--- config.mk ---
export PLATFORM = sky130hd
export DESIGN_NAME = pipe_updown_ctr
export DESIGN_NICKNAME = d
export VERILOG_FILES = /design/src/rtl/pipe_updown_pkg.sv /design/src/rtl/pipe_updown_ctrl_stage.sv /design/src/rtl/pipe_updown_low_half.sv /design/src/rtl/pipe_updown_high_half.sv /design/src/rtl/pipe_updown_ctr.sv
export SDC_FILE = /design/constraint.sdc
export NUM_CORES = 1
export LEC_CHECK = 0
export BUFFER_PORTS_ARGS = -buffer_cell sky130_fd_sc_hd__clkbuf_2
export CAP_MARGIN = 0
export CORE_MARGIN = 2
export CORE_UTILIZATION = 35
export CTS_CLUSTER_DIAMETER = 60
export DETAILED_ROUTE_END_ITERATION = 12
export PLACE_DENSITY_LB_ADDON = 0.12
export SLEW_MARGIN = 20
export SYNTH_ARGS = -nofsm -noshare
export SYNTH_HDL_FRONTEND = slang
export SYNTH_SLANG_ARGS = --single-unit
--- constraint.sdc ---
create_clock -name clk_i -period 2.28 [get_ports clk_i]
set_clock_uncertainty 0.05 [all_clocks]
set_input_delay 0.114 -clock clk_i [delete_from_list [all_inputs] [get_ports clk_i]]
set_output_delay 0.114 -clock clk_i [all_outputs]
set_load 0.01 [all_outputs]
--- src/rtl/pipe_updown_pkg.sv ---
package pipe_updown_pkg;
  typedef struct packed {
    logic clr;
    logic load;
    logic en;
    logic up;
  } ctrl_t;
endpackage

--- src/rtl/pipe_updown_ctrl_stage.sv ---
module pipe_updown_ctrl_stage
  import pipe_updown_pkg::*;
#(
  parameter int unsigned WIDTH = 16
) (
  input  logic             clk_i,
  input  logic             rst_ni,
  input  logic             en_i,
  input  logic             up_i,
  input  logic             clr_i,
  input  logic             load_i,
  input  logic [WIDTH-1:0] load_value_i,
  output ctrl_t            ctrl_o,
  output logic [WIDTH-1:0] value_o
);
  always_ff @(posedge clk_i or negedge rst_ni) begin
    if (!rst_ni) begin
      ctrl_o  <= '0;
      value_o <= '0;
    end else begin
      ctrl_o  <= '{clr: clr_i, load: load_i, en: en_i, up: up_i};
      value_o <= load_value_i;
    end
  end
endmodule

--- src/rtl/pipe_updown_low_half.sv ---
module pipe_updown_low_half
  import pipe_updown_pkg::*;
#(
  parameter int unsigned HALF = 8
) (
  input  logic            clk_i,
  input  logic            rst_ni,
  input  ctrl_t           ctrl_i,
  input  logic [HALF-1:0] value_i,
  output logic [HALF-1:0] lo_dly_o,
  output logic            cy_o,
  output logic            cy_up_o
);
  logic [HALF-1:0] lo_q, lo_step, lo_nxt;
  logic            wrap_hit;

  // load select feeds the register; wrap detect reads only lo_q
  always_comb begin
    lo_step = ctrl_i.up ? lo_q + 1'b1 : lo_q - 1'b1;
    if (ctrl_i.clr)       lo_nxt = '0;
    else if (ctrl_i.load) lo_nxt = value_i;
    else if (ctrl_i.en)   lo_nxt = lo_step;
    else                  lo_nxt = lo_q;
    wrap_hit = ctrl_i.en && !ctrl_i.clr && !ctrl_i.load &&
               (ctrl_i.up ? (&lo_q) : ~(|lo_q));
  end

  always_ff @(posedge clk_i or negedge rst_ni) begin
    if (!rst_ni) begin
      lo_q     <= '0;
      lo_dly_o <= '0;
      cy_o     <= 1'b0;
      cy_up_o  <= 1'b0;
    end else begin
      lo_q     <= lo_nxt;
      lo_dly_o <= lo_q;
      cy_o     <= wrap_hit;
      cy_up_o  <= ctrl_i.up;
    end
  end
endmodule

--- src/rtl/pipe_updown_high_half.sv ---
module pipe_updown_high_half
  import pipe_updown_pkg::*;
#(
  parameter int unsigned HALF = 8
) (
  input  logic            clk_i,
  input  logic            rst_ni,
  input  ctrl_t           ctrl_i,
  input  logic [HALF-1:0] value_i,
  input  logic            cy_i,
  input  logic            cy_up_i,
  output logic [HALF-1:0] hi_o
);
  logic            clr_d, load_d;
  logic [HALF-1:0] value_d;

  // load/clear delayed one stage to line up with the delayed low half
  always_ff @(posedge clk_i or negedge rst_ni) begin
    if (!rst_ni) begin
      clr_d   <= 1'b0;
      load_d  <= 1'b0;
      value_d <= '0;
      hi_o    <= '0;
    end else begin
      clr_d   <= ctrl_i.clr;
      load_d  <= ctrl_i.load;
      value_d <= value_i;
      if (clr_d)       hi_o <= '0;
      else if (load_d) hi_o <= value_d;
      else if (cy_i)   hi_o <= cy_up_i ? hi_o + 1'b1 : hi_o - 1'b1;
    end
  end
endmodule

--- src/rtl/pipe_updown_ctr.sv ---
module pipe_updown_ctr
  import pipe_updown_pkg::*;
#(
  parameter int unsigned WIDTH = 16
) (
  input  logic             clk_i,
  input  logic             rst_ni,
  input  logic             en_i,
  input  logic             up_i,
  input  logic             clr_i,
  input  logic             load_i,
  input  logic [WIDTH-1:0] load_value_i,
  output logic [WIDTH-1:0] count_o,
  output logic             out_valid_o
);
  localparam int unsigned HALF     = WIDTH / 2;
  localparam int unsigned FILL_LEN = 3;

  ctrl_t                ctrl_q;
  logic [WIDTH-1:0]     value_q;
  logic [HALF-1:0]      lo_dly, hi;
  logic                 cy, cy_up;
  logic [FILL_LEN-1:0]  fill_q;

  pipe_updown_ctrl_stage #(.WIDTH(WIDTH)) u_ctrl (
    .clk_i, .rst_ni, .en_i, .up_i, .clr_i, .load_i, .load_value_i,
    .ctrl_o(ctrl_q), .value_o(value_q)
  );

  pipe_updown_low_half #(.HALF(HALF)) u_lo (
    .clk_i, .rst_ni, .ctrl_i(ctrl_q), .value_i(value_q[HALF-1:0]),
    .lo_dly_o(lo_dly), .cy_o(cy), .cy_up_o(cy_up)
  );

  pipe_updown_high_half #(.HALF(HALF)) u_hi (
    .clk_i, .rst_ni, .ctrl_i(ctrl_q), .value_i(value_q[WIDTH-1:HALF]),
    .cy_i(cy), .cy_up_i(cy_up), .hi_o(hi)
  );

  always_ff @(posedge clk_i or negedge rst_ni) begin
    if (!rst_ni) fill_q <= '0;
    else         fill_q <= {fill_q[FILL_LEN-2:0], 1'b1};
  end

  assign count_o     = {hi, lo_dly};
  assign out_valid_o = fill_q[FILL_LEN-1];
endmodule

# After elaboration in Yosys (flattened, before gate mapping)
# Cells that the tools add are included.
[totals] ramBits=0 out_inout_bits=17 memories=0 latch_bits=0 word_cells=37 rom_bits=0 register_bits=59
[classes] bitwise_logic=1 shift=0 n_mul=0 n_addsub=4 muxes=9 n_lt_le_gt_ge=0 n_eq_ne=0 reduce_logical=9 n_div=0
[ops] cell="2-to-1 mux 8 bit" n=8
[ops] cell="adder 8 x 1 -> 8 bit, second input constant" n=2
[ops] cell="subtractor 8 x 1 -> 8 bit, second input constant" n=2
[ops] cell="AND reduction 8 bit" n=1
[ops] cell="OR reduction 8 bit" n=1
[ops] cell="nonzero test 3 bit" n=2
[ops] cell="logical AND 1 bit" n=3
[ops] cell="logical NOT 1 bit" n=2
[ops] cell="2-to-1 mux 1 bit" n=1
[ops] cell="NOT 1 bit" n=1

# Depth between registers and ports, before layout
# Gate-level depths: netlist of the first run.
[depth] ltp_word=5 ltp_mapped=7 mapped_depth_nobuf=7

# By module
# A second synthesis of the first run with hierarchy kept.
[unflattened] hier_cells=216 area_unflattened_um2=2618.8
[by_module_without_submodules] mod="pipe_updown_low_half" instances=1 seq_area_each_um2=450.4 area_each_um2=1041.0 cells_each=98
[by_module_without_submodules] mod="pipe_updown_high_half" instances=1 seq_area_each_um2=450.4 area_each_um2=998.5 cells_each=94
[by_module_without_submodules] mod="pipe_updown_ctrl_stage" instances=1 seq_area_each_um2=500.5 area_each_um2=500.5 cells_each=20
[by_module_without_submodules] mod="pipe_updown_ctr" instances=1 seq_area_each_um2=75.1 area_each_um2=78.8 cells_each=4

# Least setup slack after synthesis of the first run
# No wires, ideal clock.
[synth_timing] path_kind="register -> register" start="register u_hi.hi_o[0]" end="register u_hi.hi_o[6]" required_time_ns=2.136 stages_incl_launch_ff=7 synth_period_minus_slack_ns=1.933 setup_ns=0.094 n_path_buf=0 slack_ns=0.347 arrival_time_ns=1.790 path_cell_list="dfrtp_1 -> fa_1 -> a211oi_1 -> nor2_1 -> o31ai_1 -> o21ai_1 -> a221oi_2"
[synth_between] elab_chain_cells=5 word_cells_on_any_way=6 cone_classes="2 x add/sub; 4 x mux"
[synth_lines] item="start: declaration" line_no="pipe_updown_high_half.sv:12" source="output logic [HALF-1:0] hi_o"
[synth_lines] item="start signal: assignment" line_no="pipe_updown_high_half.sv:29" source="else if (load_d) hi_o <= value_d;"
[synth_lines] item="start signal: assignment" line_no="pipe_updown_high_half.sv:30" source="else if (cy_i) hi_o <= cy_up_i ? hi_o + 1'b1 : hi_o - 1'b1;"
[synth_lines] item="subtractor 8 x 1 -> 8 bit or adder 8 x 1 -> 8 bit (tied branches)" line_no="pipe_updown_high_half.sv:30"
[synth_lines] item="2-to-1 mux 8 bit (*) (2 in series)" line_no="pipe_updown_high_half.sv:30"
[synth_lines] item="2-to-1 mux 8 bit (*)" line_no="pipe_updown_high_half.sv:29"
[synth_lines] item="2-to-1 mux 8 bit (*)" line_no="pipe_updown_high_half.sv:28" source="if (clr_d) hi_o <= '0;"
# Every way passes the cells marked *; elsewhere a longest branch is shown, timed or not. The select of a mux whose other input is x is not followed.
# A chain may end at the register's enable or synchronous reset.

# Worst setup path after layout of the first run
# Same ends and word-level chain as after synthesis.

==> Implementation_results.wiki, run 1 <==
{| class="wikitable"
! Metric !! Value
|-
| Run status || finished clean
|-
| Pin count of the biggest net entering global routing || 33
|-
| Cell with the largest stage delay on the worst path || sky130_fd_sc_hd__fa_1
|-
| Part of the Yosys area used for sequential elements || 61.2%
|-
| Fillcell total || 617
|-
| Slowest cell delay on critical path || approximately 0.50 ns
|-
| Clock latency at the later pin of the worst-skew pair || about 0.33 ns
|-
| Highest clock rate || between 400 and 500 MHz
|-
| Ordered cell list for the critical path || fa_1, a211oi_1, nor2_1, o31ai_1, o21ai_1, a221oi_2
|-
| Height of the die || between 80 and 90 microns
|-
| First-pass GRT wire length || 8320 microns
|-
| Synthesized net count || about 240
|-
| Detailed-routing iteration count for the pre-antenna-repair pass || 4
|-
| Critical path class || reg -> reg
|-
| Leading register cell type out of synthesis || sky130_fd_sc_hd__dfrtp_1
|-
| Arr. time, crit path || roughly 2.3 ns
|-
| Global placer's final weighted congestion || 0.818
|-
| Number of antenna violations at the first check in global routing || 0
|-
| Most used standard cell by instance count after synthesis || sky130_fd_sc_hd__dfrtp_1
|-
| RR Endpoint || u_hi.hi_o[6]
|-
| Pin slew with the least headroom to its limit || 0.698 ns
|-
| Total number of nets in the final design || roughly 300
|-
| P per Cell Area || between 700 and 800 nW/um^2
|-
| Final setup violating endpoints || 0
|-
| Count of buffers from port buffering || 38
|-
| Vias per inst || 4.95
|-
| RSZ-0062 raised after global routing || no
|-
| Boundary pin count || 39
|-
| Sinks on the clock net || 59
|-
| Startpoint of the most critical register-to-register path || u_hi.hi_o[0]
|-
| Die outline area || between 7000 and 8000 sq um
|-
| Netlist area before placement || 2410 sq um
|-
| Area fraction of the dominant cell type after synthesis || about 61%
|-
| Vias in the first global route || between 1,500 and 2,000
|-
| Setup fix buffers added after clock tree synthesis || 0
|-
| Max rail drop VDD || 318 uV
|-
| Count of nets left with antenna violations after detail routing || 0
|-
| Layout-stage area growth over the synthesis result || 28.7%
|-
| Total vias in the final route || 1,733
|-
| Top cell types by occurrence after synthesis || 59 x sky130_fd_sc_hd__dfrtp_1, 20 x sky130_fd_sc_hd__a21oi_1, 17 x sky130_fd_sc_hd__nor2_1
|-
| Post-DR wirelength/cell || ~14 microns
|-
| Levels on crit path || 6
|-
| Pre-CTS setup slack || slightly below 0.2 ns
|-
| Worst path buffer plus inverter count || 0
|-
| Path depth of the worst reg2reg path || 6
|-
| Family with the most delay on the worst path || compound AO/OA/AOI/OAI gates
|-
| Most area-hungry cell type in the Yosys netlist || sky130_fd_sc_hd__dfrtp_1
|-
| Initial Utilization || between 30% and 40%
|-
| X dimension of the die || approximately 87 microns
|-
| Data required time of the worst path || between 2 and 2.5 ns
|-
| Category of the worst setup path launch point || flop
|-
| Root buffer cell || sky130_fd_sc_hd__clkbuf_8
|-
| Critical Path Sink Type || flop
|-
| Power after layout || 2380 uW
|-
| CP startpoint || u_hi.hi_o[0]
|-
| Share of the core filled with cells in the final layout || between 40% and 50%
|-
| Max-slew violation count || 0
|-
| Final worst path period need || approximately 2.1 ns
|-
| Number of enable flip-flop cells after synthesis || 0
|-
| Total of flip-flops plus latches after synthesis || just under 60
|-
| Total wire length || approximately 4700 microns
|-
| DRC Markers || 0
|-
| Worst slew margin relative to its limit || between 50% and 60%
|-
| Clock tree from TritonCTS || done
|-
| Core Area || around 6700 sq um
|-
| Biggest area contributors in the synthesized netlist || sky130_fd_sc_hd__dfrtp_1 61%, sky130_fd_sc_hd__ha_1 6.2%, sky130_fd_sc_hd__a21oi_1 4.1%
|-
| Hold Fails Final Rpt || 0
|-
| Number of instances in the synthesized netlist || 200
|-
| Setup total negative slack || 0 ns
|-
| TritonCTS buffer count || 9
|-
| Number of design-rule violations left by the first detailed-router iteration || 45
|-
| Maximum Capacitance Violations || 0
|-
| Tcrit/Tclk final || 91.1%
|-
| Highest net fanout along the worst path || 5
|-
| Critical path capture point || u_hi.hi_o[6]
|-
| Diodes inserted || 0
|-
| Unique cell type count in the Yosys netlist || 34
|-
| R2R setup slack || approximately 0.20 ns
|-
| Post-detail-place hpwl || around 3300 microns
|-
| Fraction of layout cells with a size suffix above 1 || between 20% and 30%
|-
| Number of core rows || 30
|-
| Total overflow reported by the global router || 0
|-
| Clock transition at the registers of the reported paths || 0.07 ns
|-
| Lkg Pwr || around 0.0015 uW
|-
| Overall routing resource usage || around 15%
|-
| Class of the worst hold path || reg -> reg
|-
| H-Tree Level Count || 3
|-
| Max Root-Sink Buffers || 2
|-
| Proportion of synthesized flip-flops having asynchronous set or reset || 100%
|-
| Post-synthesis area per instance || 12.1 sq um
|-
| Setup ws final || around 0.2 ns
|-
| Number of warnings issued by yosys || 0
|}
sequential cells by signal (all words and copies together), names as in the netlist:
register        flops
u_lo.lo_dly_o       8
u_ctrl.value_o     16
u_ctrl.ctrl_o       4
u_hi.load_d         1
u_lo.cy_o           1
u_lo.lo_q           8
u_lo.cy_up_o        1
u_hi.clr_d          1
fill_q              3
u_hi.hi_o           8
u_hi.value_d        8
per-layer routing:
layer  vias to the layer above  GRT usage [%]  wire [microns]
met5                         -              0               0
met4                         0           9.09             142
met3                        16           3.51             152
met2                        28           22.4            2270
met1                       841           18.6            2180
li1                        848              -               -
how the worst min path moves through the flow:
stage | start | to | slack, ns | cells after the start
floorplan | rst_ni | fill_q[0] | -0.23 | 0
global placement | rst_ni | u_ctrl.value_o[3] | 0.15 | 1
detailed placement | rst_ni | u_ctrl.value_o[3] | 0.15 | 1
CTS | u_ctrl.value_o[12] | u_hi.value_d[4] | 0.30 | 0
global route | u_ctrl.value_o[12] | u_hi.value_d[4] | 0.30 | 0
finish | fill_q[0] | fill_q[1] | 0.30 | 0
cell families (layout without fill, tap and decap cells):
kind of cell	Yosys count	count (layout)	synth area share, %
compound gates	61	61	16.1
buf+inv	16	86	2.54
other cells	1	1	0.155
mux	2	2	0.829
fa+ha+maj	14	14	7.88
simple gates	34	34	6.58
flops	59	59	61.2
xor+xnor	13	13	4.72
stage by stage:
stage | hold slack, ns | instance area, sq um | cells
after floorplan | -0.232 | 2410 | 200
after global placement | 0.154 | 2700 | 313
after detailed placement | 0.150 | 2700 | 313
after CTS | 0.299 | 3110 | 350
after global routing | 0.301 | 3110 | 350
final | 0.298 | 3110 | 350
what timing repair did:
action                                  CTS  global route
gates resized for setup                   0             1
endpoints found under the setup margin    0             1
hold endpoints to repair                 47             0
hold buffers                             21             0
power by group:
group	internal, uW	switching, uW
sequential	1110	56.6
combinational	152	152
clock	499	407
cells in the final DEF (no fill, tap or decap), types with 3 or more instances in the layout:
cell type                       count
sky130_fd_sc_hd__dfrtp_1           59
sky130_fd_sc_hd__clkbuf_2          38
sky130_fd_sc_hd__dlygate4sd3_1     21
sky130_fd_sc_hd__a21oi_1           20
sky130_fd_sc_hd__nor2_1            17
sky130_fd_sc_hd__ha_1              12
sky130_fd_sc_hd__clkbuf_8           9
sky130_fd_sc_hd__inv_1              8
sky130_fd_sc_hd__a22oi_1            8
sky130_fd_sc_hd__xnor2_1            8
sky130_fd_sc_hd__a211oi_1           6
sky130_fd_sc_hd__o22ai_1            6
sky130_fd_sc_hd__o21ai_0            5
sky130_fd_sc_hd__nand2_1            5
sky130_fd_sc_hd__xor2_1             5
sky130_fd_sc_hd__nand2b_1           3
sky130_fd_sc_hd__a21o_1             3
sky130_fd_sc_hd__o21ai_1            3
sky130_fd_sc_hd__clkinv_2           3
layout make-up:
cell class	instances	area, sq um	share of cell area (%)
tap	80	100	3.22
inverter	9	33.8	1.09
multi-input combinational	125	876	28.2
sequential	59	1480	47.5
clock buffer	9	124	3.99
timing repair buffer	61	428	13.8
clock inverter	7	68.8	2.22
Power figures use the tool's default switching activity.
==> run 2: changes to the inputs <==
--- a/config.mk
+++ b/config.mk
@@ -11,7 +11,9 @@
 export CORE_UTILIZATION = 35
 export CTS_CLUSTER_DIAMETER = 60
 export DETAILED_ROUTE_END_ITERATION = 12
+export MAX_ROUTING_LAYER = met4
 export PLACE_DENSITY_LB_ADDON = 0.12
+export SKIP_LAST_GASP = 1
 export SLEW_MARGIN = 20
 export SYNTH_ARGS = -nofsm -noshare
 export SYNTH_HDL_FRONTEND = slang
==> Implementation_results.wiki, run 2 (synthesis results as in run 1) <==
{| class="wikitable"
! Metric !! Value
|-
| Run status || finished clean
|-
| Post-DR wirelength/cell || 13.5 microns (-0.17%)
|-
| Number of design-rule violations left by the first detailed-router iteration || 40 (-11%)
|-
| Fraction of layout cells with a size suffix above 1 || 21.5% (unchanged)
|-
| Critical Path Sink Type || flop
|-
| Met2 capacity usage during global routing || 22.4% (unchanged)
|-
| Part of the power in combinational logic || 12.8% (about the same)
|-
| Highest net fanout along the worst path || 5 (unchanged)
|-
| X dimension of the die || 87.0 microns (unchanged)
|-
| Count of nets left with antenna violations after detail routing || 0 (unchanged)
|-
| Final hold slack || 0.298 ns (-0.000148 ns)
|-
| Highest clock rate || 481 MHz (about the same)
|-
| Internal portion of total power || 1760 uW (unchanged)
|-
| Max rail drop VDD || 319 uV (about the same)
|-
| Clock latency at the later pin of the worst-skew pair || 0.33 ns (about the same)
|-
| Most frequent standard cell in the layout excluding fill and tap cells || sky130_fd_sc_hd__dfrtp_1
|-
| RSZ-0062 raised after global routing || no
|-
| Data required time of the worst path || 2.47 ns (about the same)
|-
| Power after layout || 2380 uW (about the same)
|-
| Hold Fails Final Rpt || 0 (unchanged)
|-
| Critical path class || reg -> reg
|-
| Root buffer cell || sky130_fd_sc_hd__clkbuf_8
|-
| Final worst path period need || 2.08 ns (+0.000510 ns)
|-
| Number of core rows || 30 (unchanged)
|-
| Post-detail-place hpwl || 3280 microns (unchanged)
|-
| Design Area, Final || 3110 sq um (unchanged)
|-
| Overall routing resource usage || 15.0% (+0.43 points)
|-
| Diodes inserted || 0 (unchanged)
|-
| Clock transition at the registers of the reported paths || 0.07 ns (about the same)
|-
| Height of the die || 87.0 microns (unchanged)
|-
| Tcrit/Tclk final || 91.2% (about the same)
|-
| Most used routing layer || met2
|-
| Slowest cell delay on critical path || 0.50 ns (about the same)
|-
| Combined flip-flop and latch cell area || 1480 sq um (unchanged)
|-
| Total vias in the final route || 1,734 (+0.058%)
|-
| Layout-stage area growth over the synthesis result || 28.7% (unchanged)
|-
| P per Cell Area || 765 nW/um^2 (about the same)
|-
| Power share of the sequential group || 49.1% (about the same)
|-
| Max-slew violation count || 0 (unchanged)
|-
| Share of the core filled with cells in the final layout || 46.2% (unchanged)
|-
| Share of power burned in the clock network || 38.2% (about the same)
|-
| Lkg Pwr || 0.00146 uW (unchanged)
|-
| Category of the worst setup path launch point || flop
|-
| Global Route met1 Usage || 18.6% (unchanged)
|-
| First-pass GRT wire length || 8330 microns (about the same)
|-
| Setup fix buffers added after clock tree synthesis || 0 (unchanged)
|-
| Core Area || 6720 sq um (unchanged)
|-
| Pin slew with the least headroom to its limit || 0.698 ns (+0.0000116 ns)
|-
| Ordered cell list for the critical path || fa_1, a211oi_1, nor2_1, o31ai_1, o21ai_1, a221oi_2
|-
| Pin count of the biggest net entering global routing || 33 (unchanged)
|-
| Global placer's final weighted congestion || 0.830 (+1.5%)
|-
| Boundary pin count || 39 (unchanged)
|-
| DRC Markers || 0 (unchanged)
|-
| Count of buffers from port buffering || 38 (unchanged)
|-
| Clock tree from TritonCTS || done
|-
| Total overflow reported by the global router || 0 (unchanged)
|-
| Cell with the largest stage delay on the worst path || sky130_fd_sc_hd__fa_1
|-
| H-Tree Level Count || 3 (unchanged)
|-
| Detailed-routing iteration count for the pre-antenna-repair pass || 4 (unchanged)
|-
| Setup total negative slack || 0 ns (unchanged)
|-
| Fillcell total || 617 (unchanged)
|-
| Total number of nets in the final design || 301 (unchanged)
|-
| Final setup violating endpoints || 0 (unchanged)
|-
| Die outline area || 7580 sq um (unchanged)
|-
| Most frequent cells in the layout || 59 x sky130_fd_sc_hd__dfrtp_1, 38 x sky130_fd_sc_hd__clkbuf_2, 21 x sky130_fd_sc_hd__dlygate4sd3_1
|-
| Number of flip-flops under the largest register name || 16 (unchanged)
|-
| M3 GR Usage || 3.51% (unchanged)
|-
| Fraction of power spent switching nets || 25.9% (about the same)
|-
| Maximum Capacitance Violations || 0 (unchanged)
|-
| TritonCTS buffer count || 9 (unchanged)
|-
| Arr. time, crit path || 2.26 ns (about the same)
|-
| Class of the worst hold path || reg -> reg
|-
| Sw Pwr || 616 uW (about the same)
|-
| R2R setup slack || 0.20 ns (about the same)
|-
| Max Root-Sink Buffers || 2 (unchanged)
|-
| Sinks on the clock net || 59 (unchanged)
|-
| Post-detailed-placement cell area || 2700 sq um (unchanged)
|-
| Register with the most flip-flops || u_ctrl.value_o
|-
| Total wire length || 4740 microns (-0.17%)
|-
| Vias per inst || 4.95 (about the same)
|-
| Area of the multi-input gates || 876 sq um (unchanged)
|-
| Number of antenna violations at the first check in global routing || 0 (unchanged)
|-
| Vias in the first global route || 1,782 (unchanged)
|-
| Initial Utilization || 35.9% (unchanged)
|-
| Worst slew margin relative to its limit || 53.5% (about the same)
|}
[run 2: timing repair]
item,in CTS,in global routing
hold buffers,21,0
resized for setup,0,1
endpoints found under the setup margin,0,1
endpoints found under the hold margin,47,0
[run 2: area by class of cell]
cell class / count / area share (%)
Multi-Input combinational cell: 125 / 28.2
Clock buffer: 9 / 3.99
Timing Repair Buffer: 61 / 13.8
Inverter: 9 / 1.09
Clock inverter: 7 / 2.22
Tap cell: 80 / 3.22
Sequential cell: 59 / 47.5
[run 2: layer usage]
metal,vias up,wire (microns)
met3,16,153
met1,842,2170
met2,28,2270
met4,0,142
met5,-,0
li1,848,-
[run 2: path summary, 6_finish.rpt]
kind / startpoint / to / depth (start not counted)
setup / recovery: u_hi.hi_o[0] / u_hi.hi_o[6] / 6
hold / removal: fill_q[0] / fill_q[1] / 0
setup reg to reg: u_hi.hi_o[0] / u_hi.hi_o[6] / 6
hold reg to reg: fill_q[0] / fill_q[1] / 0
max in group asynchronous: rst_ni / u_hi.load_d / 3
min in group asynchronous: rst_ni / u_ctrl.value_o[13] / 2
[run 2: worst max-delay path: cells and delay by family (launching register included)]
family          cells  cell delay, ns
fa+ha+maj           1            0.50
compound gates      4            0.89
simple gates        1            0.10
flops               1            0.44
[run 2: power by group through the flow]
stage,Clock (uW),Combinational [uW],Sequential [uW]
floorplan,0,184,1170
global placement,0,281,1190
detailed placement,0,278,1190
CTS,937,308,1170
global route,1000,346,1170
finish,907,304,1170
[run 2: stage by stage]
stage / worst slack [ns] / std cells
6_report: 0.201 / 350
5_1_grt: 0.00962 / 350
4_1_cts: 0.176 / 350
3_5_place_dp: 0.195 / 313
3_3_place_gp: 0.244 / 313
2_1_floorplan: 0.347 / 200
==> run 3: changes to the inputs <==
--- a/config.mk
+++ b/config.mk
@@ -5,10 +5,11 @@
 export SDC_FILE = /design/constraint.sdc
 export NUM_CORES = 1
 export LEC_CHECK = 0
+export ABC_AREA = 1
 export BUFFER_PORTS_ARGS = -buffer_cell sky130_fd_sc_hd__clkbuf_2
 export CAP_MARGIN = 0
 export CORE_MARGIN = 2
-export CORE_UTILIZATION = 35
+export CORE_UTILIZATION = 45
 export CTS_CLUSTER_DIAMETER = 60
 export DETAILED_ROUTE_END_ITERATION = 12
 export MAX_ROUTING_LAYER = met4
==> Implementation_results.wiki, run 3 <==
{| class="wikitable"
! Metric !! Value
|-
| Run status || finished clean
|-
| Max rail drop VDD || 465 uV (+46%)
|-
| Number of core rows || 27 (-10%)
|-
| Class of the worst hold path || in -> async
|-
| Fraction of layout cells with a size suffix above 1 || 17.7% (-3.8 points)
|-
| Diodes inserted || 0 (unchanged)
|-
| Top cell types by occurrence after synthesis || 78 x sky130_fd_sc_hd__nand2_1, 59 x sky130_fd_sc_hd__dfrtp_1, 36 x sky130_fd_sc_hd__nor2_1
|-
| Tcrit/Tclk final || 79.8% (-11 points)
|-
| Part of the Yosys area used for sequential elements || 57.5% (-3.7 points)
|-
| Vias per inst || 4.63 (-6.6%)
|-
| Data required time of the worst path || 2.46 ns (about the same)
|-
| Maximum Capacitance Violations || 0 (unchanged)
|-
| Max-slew violation count || 0 (unchanged)
|-
| First-pass GRT wire length || 8170 microns (-1.9%)
|-
| DRC Markers || 0 (unchanged)
|-
| Most frequent standard cell in the layout excluding fill and tap cells || sky130_fd_sc_hd__nand2_1
|-
| Setup total negative slack || 0 ns (unchanged)
|-
| Total of flip-flops plus latches after synthesis || 59 (unchanged)
|-
| Core Area || 5510 sq um (-18%)
|-
| Proportion of synthesized flip-flops having asynchronous set or reset || 100% (unchanged)
|-
| Number of design-rule violations left by the first detailed-router iteration || 64 (+60%)
|-
| Root buffer cell || sky130_fd_sc_hd__clkbuf_8
|-
| Count of buffers from port buffering || 38 (unchanged)
|-
| Most common cell type on the critical path || sky130_fd_sc_hd__nand2_1
|-
| Critical Path Sink Type || flop
|-
| Post-detailed-placement cell area || 2850 sq um (+5.2%)
|-
| Hold bufs inserted after CTS || 21 (unchanged)
|-
| Power after layout || 2480 uW (+4.5%)
|-
| Total of cells resized after clock tree synthesis || 0 (unchanged)
|-
| Synthesized net count || 314 (+33%)
|-
| Total overflow reported by the global router || 0 (unchanged)
|-
| Final worst path period need || 1.82 ns (-0.258 ns)
|-
| Cell with the largest stage delay on the worst path || sky130_fd_sc_hd__dfrtp_1
|-
| Sinks on the clock net || 59 (unchanged)
|-
| Total vias in the final route || 1,958 (+13%)
|-
| Area fraction of the dominant cell type after synthesis || 57.5% (-3.7 points)
|-
| Fillcell total || 509 (-18%)
|-
| Pre-CTS setup slack || 0.474 ns (+0.279 ns)
|-
| Final hold slack || 0.266 ns (-0.0323 ns)
|-
| Height of the die || 79.6 microns (-8.6%)
|-
| Initial Utilization || 46.6% (+11 points)
|-
| Area of the multi-input gates || 960 sq um (+9.6%)
|-
| Final setup violating endpoints || 0 (unchanged)
|-
| Clock transition at the registers of the reported paths || 0.07 ns (about the same)
|-
| Highest net fanout along the worst path || 7 (+2)
|-
| Pin slew with the least headroom to its limit || 0.606 ns (-0.0915 ns)
|-
| TritonCTS buffer count || 9 (unchanged)
|-
| Most area-hungry cell type in the Yosys netlist || sky130_fd_sc_hd__dfrtp_1
|-
| Lkg Pwr || 0.00173 uW (+19%)
|-
| Clock latency at the later pin of the worst-skew pair || 0.33 ns (about the same)
|-
| Pin count of the biggest net entering global routing || 60 (+82%)
|-
| Number of flip-flops under the largest register name || 16 (unchanged)
|-
| Leading register cell type out of synthesis || sky130_fd_sc_hd__dfrtp_1
|-
| Unique cell type count in the Yosys netlist || 28 (-18%)
|-
| Max Root-Sink Buffers || 2 (unchanged)
|-
| Detailed-routing iteration count for the pre-antenna-repair pass || 4 (unchanged)
|-
| Number of antenna violations at the first check in global routing || 0 (unchanged)
|-
| Biggest area contributors in the synthesized netlist || sky130_fd_sc_hd__dfrtp_1 57%, sky130_fd_sc_hd__nand2_1 11%, sky130_fd_sc_hd__ha_1 5.8%
|-
| Number of enable flip-flop cells after synthesis || 0 (unchanged)
|-
| R2R setup slack || 0.46 ns (+0.26 ns)
|-
| Highest clock rate || 549 MHz (+14%)
|-
| Slowest cell delay on critical path || 0.41 ns (-0.09 ns)
|-
| H-Tree Level Count || 3 (unchanged)
|-
| Arr. time, crit path || 2.00 ns (-0.26 ns)
|-
| Critical path class || reg -> reg
|-
| Design Area, Final || 3250 sq um (+4.6%)
|-
| Post-detail-place hpwl || 3160 microns (-3.5%)
|-
| Count of nets left with antenna violations after detail routing || 0 (unchanged)
|-
| Register with the most flip-flops || u_ctrl.value_o
|-
| Die outline area || 6330 sq um (-16%)
|-
| Most used standard cell by instance count after synthesis || sky130_fd_sc_hd__nand2_1
|-
| Clock tree from TritonCTS || done
|-
| Category of the worst setup path launch point || flop
|-
| Post-DR wirelength/cell || 10.7 microns (-21%)
|-
| Layout-stage area growth over the synthesis result || 26.4%
|-
| Overall routing resource usage || 17.5% (+2.5 points)
|-
| Number of warnings issued by yosys || 0 (unchanged)
|-
| Setup ws final || 0.460 ns (+0.258 ns)
|-
| Ordered cell list for the critical path || inv_1, ha_1, or2_2, nand3_1, nand2_1, nand2_1, nand3_1, nand2_1, nand2_1
|-
| Setup fix buffers added after clock tree synthesis || 0 (unchanged)
|-
| Vias in the first global route || 1,898 (+6.5%)
|-
| Combined flip-flop and latch cell area || 1480 sq um (unchanged)
|-
| Worst slew margin relative to its limit || 59.5% (+6.0 points)
|-
| Total wire length || 4520 microns (-4.6%)
|-
| Boundary pin count || 39 (unchanged)
|-
| Netlist area before placement || 2570 sq um (+6.4%)
|-
| Number of instances in the synthesized netlist || 278 (+39%)
|-
| Total number of nets in the final design || 382 (+27%)
|-
| RSZ-0062 raised after global routing || no
|-
| Post-synthesis area per instance || 9.24 sq um (-23%)
|-
| Most frequent cells in the layout || 78 x sky130_fd_sc_hd__nand2_1, 59 x sky130_fd_sc_hd__dfrtp_1, 38 x sky130_fd_sc_hd__clkbuf_2
|-
| Global placer's final weighted congestion || 0.822 (-0.96%)
|-
| Path depth of the worst reg2reg path || 9 (+3)
|-
| P per Cell Area || 764 nW/um^2 (about the same)
|-
| X dimension of the die || 79.6 microns (-8.6%)
|-
| Hold Fails Final Rpt || 0 (unchanged)
|}
==> run 3: layout make-up <==
class | instances | share of cell area [%]
sequential | 59 | 45.5
multi-input combinational | 188 | 29.5
timing repair buffer | 61 | 13.2
clock buffer | 9 | 3.81
inverter | 27 | 3.12
tap | 72 | 2.77
clock inverter | 7 | 2.12
==> run 3: worst paths after layout <==
kind                                   startpoint                 end
worst max-delay path             u_ctrl.ctrl_o[0]        u_lo.lo_q[7]
worst min-delay path                       rst_ni  u_ctrl.value_o[10]
worst max register to register   u_ctrl.ctrl_o[0]        u_lo.lo_q[7]
worst min register to register  u_ctrl.value_o[9]     u_hi.value_d[1]
max in group asynchronous                  rst_ni     u_hi.value_d[5]
min in group clk_i              u_ctrl.value_o[9]     u_hi.value_d[1]
==> run 3: per-layer routing <==
metal / vias to the layer above / GRT usage (%) / wire length (microns)
met1: 899 / 19.4 / 2030
met5: - / - / 0
met4: 0 / 5.69 / 74
met3: 8 / 7.01 / 203
met2: 35 / 29.1 / 2210
li1: 1016 / - / -
==> run 3: worst max-delay path, delay by kind of cell, from the launching register on <==
| family | cells | cell delay, ns |
|---|---|---|
| AND/OR/NAND/NOR | 7 | 0.73 |
| buffers and inverters | 1 | 0.22 |
| adder cells (fa/ha/maj) | 1 | 0.31 |
| flip-flops | 1 | 0.41 |
==> run 3: cell families after synthesis <==
logic type                 share of synthesized area (%)
other                                              0.146
AOI/OAI and AO/OA                                   4.58
buffers and inverters                               5.16
muxes                                              0.390
DFF                                                 57.5
xor gates and xnor gates                           0.682
and+or+nand+nor                                     24.2
adders and majority gates                           7.40
==> run 3: per-stage QoR <==
| step | util (%) | std cells |
|---|---|---|
| 2_1_floorplan | - | 278 |
| 3_3_place_gp | 51.7 | 386 |
| 3_5_place_dp | 51.7 | 386 |
| 4_1_cts | 59.0 | 423 |
| 5_1_grt | 59.0 | 423 |
| 6_report | 59.0 | 423 |
==> run 3: where the power goes <==
group / switching [uW] / internal (uW)
sequential: 57.7 / 1120
combinational: 222 / 176
clock: 404 / 499
total: 684 / 1800
